### config.mk
export PLATFORM = sky130hd
export DESIGN_NAME = irlp_pulse_timer
export DESIGN_NICKNAME = d
export VERILOG_FILES = /design/src/rtl/irlp_pkg.sv /design/src/rtl/irlp_rst_sync.sv /design/src/rtl/irlp_strobe_gen.sv /design/src/rtl/irlp_tx_shaper.sv /design/src/rtl/irlp_rx_filter.sv /design/src/rtl/irlp_pulse_timer.sv
export SDC_FILE = /design/constraint.sdc
export NUM_CORES = 1
export LEC_CHECK = 0
export BUFFER_PORTS_ARGS = -buffer_cell sky130_fd_sc_hd__buf_2
export CAP_MARGIN = 20
export CORE_ASPECT_RATIO = 1.1
export CORE_UTILIZATION = 50
export CTS_CLUSTER_DIAMETER = 50
export DETAILED_ROUTE_END_ITERATION = 10
export GPL_TIMING_DRIVEN = 1
export HOLD_SLACK_MARGIN = 0.08
export PLACE_DENSITY_LB_ADDON = 0.25
export SYNTH_ARGS = -nofsm -noshare
export SYNTH_HDL_FRONTEND = slang
export SYNTH_SLANG_ARGS = --single-unit
export TNS_END_PERCENT = 30
### constraint.sdc
create_clock -name clk -period 1.5 [get_ports clk]
set_input_delay 0.15 -clock clk [delete_from_list [all_inputs] [get_ports clk]]
set_output_delay 0.15 -clock clk [all_outputs]
set_load 0.02 [all_outputs]
### src/rtl/irlp_pkg.sv
package irlp_pkg;

  typedef enum logic {
    TX_IDLE   = 1'b0,
    TX_ACTIVE = 1'b1
  } tx_state_e;

endpackage

### src/rtl/irlp_rst_sync.sv
module irlp_rst_sync (
  input  logic clk,
  input  logic rst_n,
  output logic rst_n_sync
);

  logic [1:0] stage_q;

  always_ff @(posedge clk or negedge rst_n) begin
    if (!rst_n) begin
      stage_q <= 2'b00;
    end else begin
      stage_q <= {stage_q[0], 1'b1};
    end
  end

  assign rst_n_sync = stage_q[1];

endmodule

### src/rtl/irlp_strobe_gen.sv
module irlp_strobe_gen #(
  parameter int DIV_W = 8
) (
  input  logic             clk,
  input  logic             rst_n,
  input  logic             div_wr,
  input  logic [DIV_W-1:0] div_wdata,
  output logic [DIV_W-1:0] div_q,
  output logic             strobe
);

  localparam logic [DIV_W-1:0] ONE = DIV_W'(1);

  logic [DIV_W-1:0] div_d;
  logic [DIV_W-1:0] cnt_q, cnt_d;
  logic             div_live;

  assign div_live = (div_q != '0);

  // a write reloads the counter at once; otherwise count down and reload at one
  always_comb begin
    div_d = div_q;
    cnt_d = cnt_q;
    if (div_wr) begin
      div_d = div_wdata;
      cnt_d = div_wdata;
    end else if (div_live) begin
      if (cnt_q <= ONE) begin
        cnt_d = div_q;
      end else begin
        cnt_d = cnt_q - ONE;
      end
    end
  end

  always_ff @(posedge clk or negedge rst_n) begin
    if (!rst_n) begin
      div_q <= '0;
      cnt_q <= '0;
    end else begin
      div_q <= div_d;
      cnt_q <= cnt_d;
    end
  end

  assign strobe = div_live && (cnt_q == ONE);

endmodule

### src/rtl/irlp_tx_shaper.sv
module irlp_tx_shaper
  import irlp_pkg::*;
#(
  parameter int PULSE_STROBES = 3
) (
  input  logic clk,
  input  logic rst_n,
  input  logic strobe,
  input  logic tx_req,
  output logic tx_pulse
);

  localparam int CNT_W = (PULSE_STROBES > 1) ? $clog2(PULSE_STROBES) : 1;
  localparam logic [CNT_W-1:0] LAST = CNT_W'(PULSE_STROBES - 1);

  tx_state_e        state_q, state_d;
  logic [CNT_W-1:0] cnt_q, cnt_d;
  logic             pend_q, pend_d;
  logic             start;

  assign start = (state_q == TX_IDLE) && strobe && (pend_q || tx_req);

  always_comb begin
    state_d = state_q;
    cnt_d   = cnt_q;
    pend_d  = pend_q | tx_req;
    case (state_q)
      TX_IDLE: begin
        if (start) begin
          state_d = TX_ACTIVE;
          cnt_d   = '0;
          pend_d  = 1'b0;
        end
      end
      TX_ACTIVE: begin
        if (strobe) begin
          if (cnt_q == LAST) begin
            state_d = TX_IDLE;
          end else begin
            cnt_d = cnt_q + CNT_W'(1);
          end
        end
      end
      default: state_d = TX_IDLE;
    endcase
  end

  always_ff @(posedge clk or negedge rst_n) begin
    if (!rst_n) begin
      state_q <= TX_IDLE;
      cnt_q   <= '0;
      pend_q  <= 1'b0;
    end else begin
      state_q <= state_d;
      cnt_q   <= cnt_d;
      pend_q  <= pend_d;
    end
  end

  assign tx_pulse = (state_q == TX_ACTIVE);

endmodule

### src/rtl/irlp_rx_filter.sv
module irlp_rx_filter #(
  parameter int DIV_W       = 8,
  parameter int SYNC_STAGES = 2
) (
  input  logic             clk,
  input  logic             rst_n,
  input  logic [DIV_W-1:0] div_q,
  input  logic             rx_line,
  output logic             rx_sync,
  output logic             rx_clean
);

  logic [SYNC_STAGES-1:0] sync_q;
  logic [DIV_W-1:0]       run_q, run_d;
  logic                   clean_d;
  logic                   clean_q;
  logic [DIV_W:0]         run_next_w;

  always_ff @(posedge clk or negedge rst_n) begin
    if (!rst_n) begin
      sync_q <= '0;
    end else begin
      sync_q <= {sync_q[SYNC_STAGES-2:0], rx_line};
    end
  end

  assign rx_sync    = sync_q[SYNC_STAGES-1];
  assign run_next_w = {1'b0, run_q} + (DIV_W+1)'(1);

  // count consecutive high cycles (saturating) and accept at one strobe period
  always_comb begin
    if (!rx_sync) begin
      run_d = '0;
    end else if (run_q == '1) begin
      run_d = run_q;
    end else begin
      run_d = run_q + DIV_W'(1);
    end
    clean_d = rx_sync && (div_q != '0) && (run_next_w >= {1'b0, div_q});
  end

  always_ff @(posedge clk or negedge rst_n) begin
    if (!rst_n) begin
      run_q   <= '0;
      clean_q <= 1'b0;
    end else begin
      run_q   <= run_d;
      clean_q <= clean_d;
    end
  end

  assign rx_clean = clean_q;

endmodule

### src/rtl/irlp_pulse_timer.sv
module irlp_pulse_timer #(
  parameter int DIV_W         = 8,
  parameter int PULSE_STROBES = 3,
  parameter int SYNC_STAGES   = 2
) (
  input  logic             clk,
  input  logic             rst_n,
  input  logic             div_wr,
  input  logic [DIV_W-1:0] div_wdata,
  input  logic             tx_req,
  input  logic             rx_line,
  output logic             tx_pulse,
  output logic             rx_clean
);

  logic             rst_n_int;
  logic             strobe;
  logic [DIV_W-1:0] div_q;
  logic             rx_sync;

  irlp_rst_sync u_rst (
    .clk        (clk),
    .rst_n      (rst_n),
    .rst_n_sync (rst_n_int)
  );

  irlp_strobe_gen #(.DIV_W(DIV_W)) u_strobe (
    .clk       (clk),
    .rst_n     (rst_n_int),
    .div_wr    (div_wr),
    .div_wdata (div_wdata),
    .div_q     (div_q),
    .strobe    (strobe)
  );

  irlp_tx_shaper #(.PULSE_STROBES(PULSE_STROBES)) u_tx (
    .clk      (clk),
    .rst_n    (rst_n_int),
    .strobe   (strobe),
    .tx_req   (tx_req),
    .tx_pulse (tx_pulse)
  );

  irlp_rx_filter #(.DIV_W(DIV_W), .SYNC_STAGES(SYNC_STAGES)) u_rx (
    .clk      (clk),
    .rst_n    (rst_n_int),
    .div_q    (div_q),
    .rx_line  (rx_line),
    .rx_sync  (rx_sync),
    .rx_clean (rx_clean)
  );

endmodule

==> flow_summary.toml <==
[finish]
layout.cells.non_filler = 301
syn_to_final_growth_pct = 41.5
nets = 278
drive_gt1_frac = 0.372
stdcell_area_um2 = 2560
multiInputGateArea_um2 = 1070
seq_area_um2 = 826
nFillCells = 252
n_antenna_cell = 0
final_util = 0.756

[detailed_routing]
totalWireLength_um = 4300
wire_per_inst_um = 14.3
drtPass1Iterations = 4
dr_total_vias = 1586
viasPerCell = 5.27
ant_nets = 0
drt_iter0_drc = 41
drc = 0

[die]
die_area_um2 = 3860
num_rows = 22
ios = 15
die_y_um = 65.1
dieWidth_um = 59.4
start_util = 0.534
coreArea_um2 = 3390

[cts]
cts_sinks = 33
cts_tree = "yes"
cts_root_buf = "clkbuf_4"
clock_latency_ps = 350
h-tree-depth = 2
numCtsBuffers = 5
clockBufferDepth = 2
path_clk_slew_ps = 90

[synth]
yosys-top-cells-area = "dfrtp_1 (46%), ha_1 (8.3%), nand2_1 (4.4%), o21ai_0 (3.3%), o21a_1 (3.3%)"
yosysWarningCount = 0
synth_edf_count = 0
async_flop_share = 1.00
syn_avg_cell_area_um2 = 9.78
synth_flop_cell = "dfrtp_1"
yosysMostFrequentCell = "dfrtp_1"
ys_types = 43
synth_nets = 210
post_synth_most_frequent_cells = "dfrtp_1 (33), nand2_1 (21), inv_1 (13)"
yosysSeqAreaShare = 0.456
synth_top_cell_by_area = "dfrtp_1"
synth.ff_latch_count = 33
postSynthCellCount = 185
synth_area_um2 = 1810
netlist.area_leader.share = 0.456

[global_route]
grt_pass1_wl_um = 7080
track_usage = 0.249
antenna_found_initial = 0
grt_max_degree = 32
grt_pass1_vias = 1685
grt-ovfl-total = 0

[placement]
dp.cells = 280
portBuffers = 14
hpwl_um = 3130
postPlaceCellArea_um2 = 2210
dp_slack_ps = -594
place_congestion = 0.903

[timing]
setup_slack_ps = -560
rsz0062_at_grt = "true"
drv_slew = 0
clock_skew_ps = 15.5
min_period_ps = 2060
hold_viol_final = 0
setup_viol = 14
period_share = 1.37
fmax_mhz = 485

[critical_path]
cp.buffers_inverters = 0
start_kind = "flip-flop"
crit_chain = "ha_4 -> nand3_4 -> nor2_4 -> xor2_2 -> ha_1 -> a21oi_1 -> o21ai_1 -> o21a_1 -> o311a_1"
critPathSlowestCell = "dfrtp_1"
endpoint_kind = "flip-flop"
critPathMaxFanout = 2
crit_required_ps = 1730
critical_path.top_delay_family = "compound AO/OA/AOI/OAI gates"
cp.arrival_ps = 2290
cpPeakStageDelay_ps = 410
worstSetupPathType = "reg2reg"

[pwr]
power.leakage_nw = 1.22
ir_drop_uv = 693
p_per_area_nw_per_um2 = 830
finalPower_w = 0.00212

[status]
outcome = "finished, violations left"
violations = "negative setup slack"

[min_path]
min_path_type = "in2reg"

[flow_run]
cap_violations = 0
## final timing paths
path	start	end	slack (ps)	depth (start not counted)
min in group asynchronous	rst_n	u_rst.stage_q[1]$_DFF_PN0_	120	2
max in group asynchronous	u_rst.stage_q[1]$_DFF_PN0_	u_rx.run_q[0]$_DFFE_PN0P_	960	1
worst max-delay path	u_rx.run_q[1]$_DFFE_PN0P_	u_rx.rx_clean$_DFF_PN0_	-560	9
worst min-delay path	tx_req	u_tx.pend_q$_DFF_PN0_	90	3
worst min register to register	u_rst.stage_q[1]$_DFF_PN0_	u_strobe.div_q[2]$_DFFE_PN0P_	240	1
worst max register to register	u_rx.run_q[1]$_DFFE_PN0P_	u_rx.rx_clean$_DFF_PN0_	-560	9
## per-layer routing
layer	vias to the layer above	part of all wire	track usage
li1	788	-	-
met1	759	0.41	0.270
met2	23	0.53	0.438
met3	16	0.029	0.0571
met4	0	0.030	0.134
met5	-	0	0
## sequential cells by signal, summed over array words and instances (netlist names)
name / flops
u_rst.stage_q: 2
u_rx.run_q: 8
u_rx.rx_clean: 1
u_rx.sync_q: 2
u_strobe.cnt_q: 8
u_strobe.div_q: 8
u_tx.cnt_q: 2
u_tx.pend_q: 1
u_tx.tx_pulse: 1
## logic make-up (layout without fill, tap and decap cells)
| family | after synthesis | in the layout | share of synthesized area |
|---|---|---|---|
| simple gates | 56 | 56 | 0.156 |
| compound gates | 48 | 48 | 0.174 |
| flops | 33 | 33 | 0.456 |
| buf+inv | 19 | 87 | 0.0443 |
| fa+ha+maj | 12 | 12 | 0.0830 |
| xor+xnor | 9 | 9 | 0.0436 |
| mux | 7 | 7 | 0.0401 |
| other cells | 1 | 1 | 0.00207 |
## layout make-up
| cell class | count | area share |
|---|---|---|
| Multi-Input combinational cell | 133 | 0.416 |
| Sequential cell | 33 | 0.323 |
| Timing Repair Buffer | 67 | 0.197 |
| Tap cell | 48 | 0.0235 |
| Clock buffer | 7 | 0.0215 |
| Inverter | 13 | 0.0191 |
## per-stage QoR
step           setup TNS [ps]  hold WS, ps
2_1_floorplan            -900         -146
6_report                -2090         92.7
3_5_place_dp            -2180        -63.4
4_1_cts                 -1960         94.6
3_3_place_gp            -1350        -65.6
5_1_grt                 -3160          106
## cells in the final DEF (no fill, tap or decap), types with 2 or more instances in the layout
cell type,synthesis,final
a21oi_2,0,2
xnor2_1,4,2
nor2_2,0,3
mux2_2,2,2
nand2b_1,2,2
xnor2_2,0,2
mux2i_1,5,5
buf_4,0,40
clkbuf_4,0,5
o21ai_1,2,3
inv_2,0,2
dlygate4sd3_1,0,10
xor2_1,5,4
nor4_2,0,3
a22o_1,2,2
o21ai_2,1,2
o21a_1,8,8
buf_2,1,14
inv_1,13,11
nor2_1,11,7
nand3_4,0,2
ha_4,0,2
ha_1,12,9
dfrtp_1,33,33
o21ai_0,12,10
nand3_1,5,2
o31ai_1,3,3
a21oi_1,9,7
nand2_1,21,21
buf_6,1,3
a31oi_1,2,2
nor2b_1,3,3
nor4_4,1,2
## worst min-delay path, cell delays in order
cell and delay [ps]:
buf_2 90, nor2_1 60, nor2_1 100
## where the power goes
part	internal (W)	switching [W]	total [W]
sequential	0.000965	0.0000862	0.00105
clock	0.000221	0.000294	0.000515
combinational	0.000286	0.000272	0.000558
total	0.00147	0.000653	0.00212
## repair_timing
item,in CTS,in global routing
resized for setup,9,25
endpoints found under the hold margin,18,0
pin swaps,7,9
hold buffers,10,0
gates cloned,0,0
endpoints found under the setup margin,13,19
setup buffers,0,5
Power figures use the tool's default switching activity.
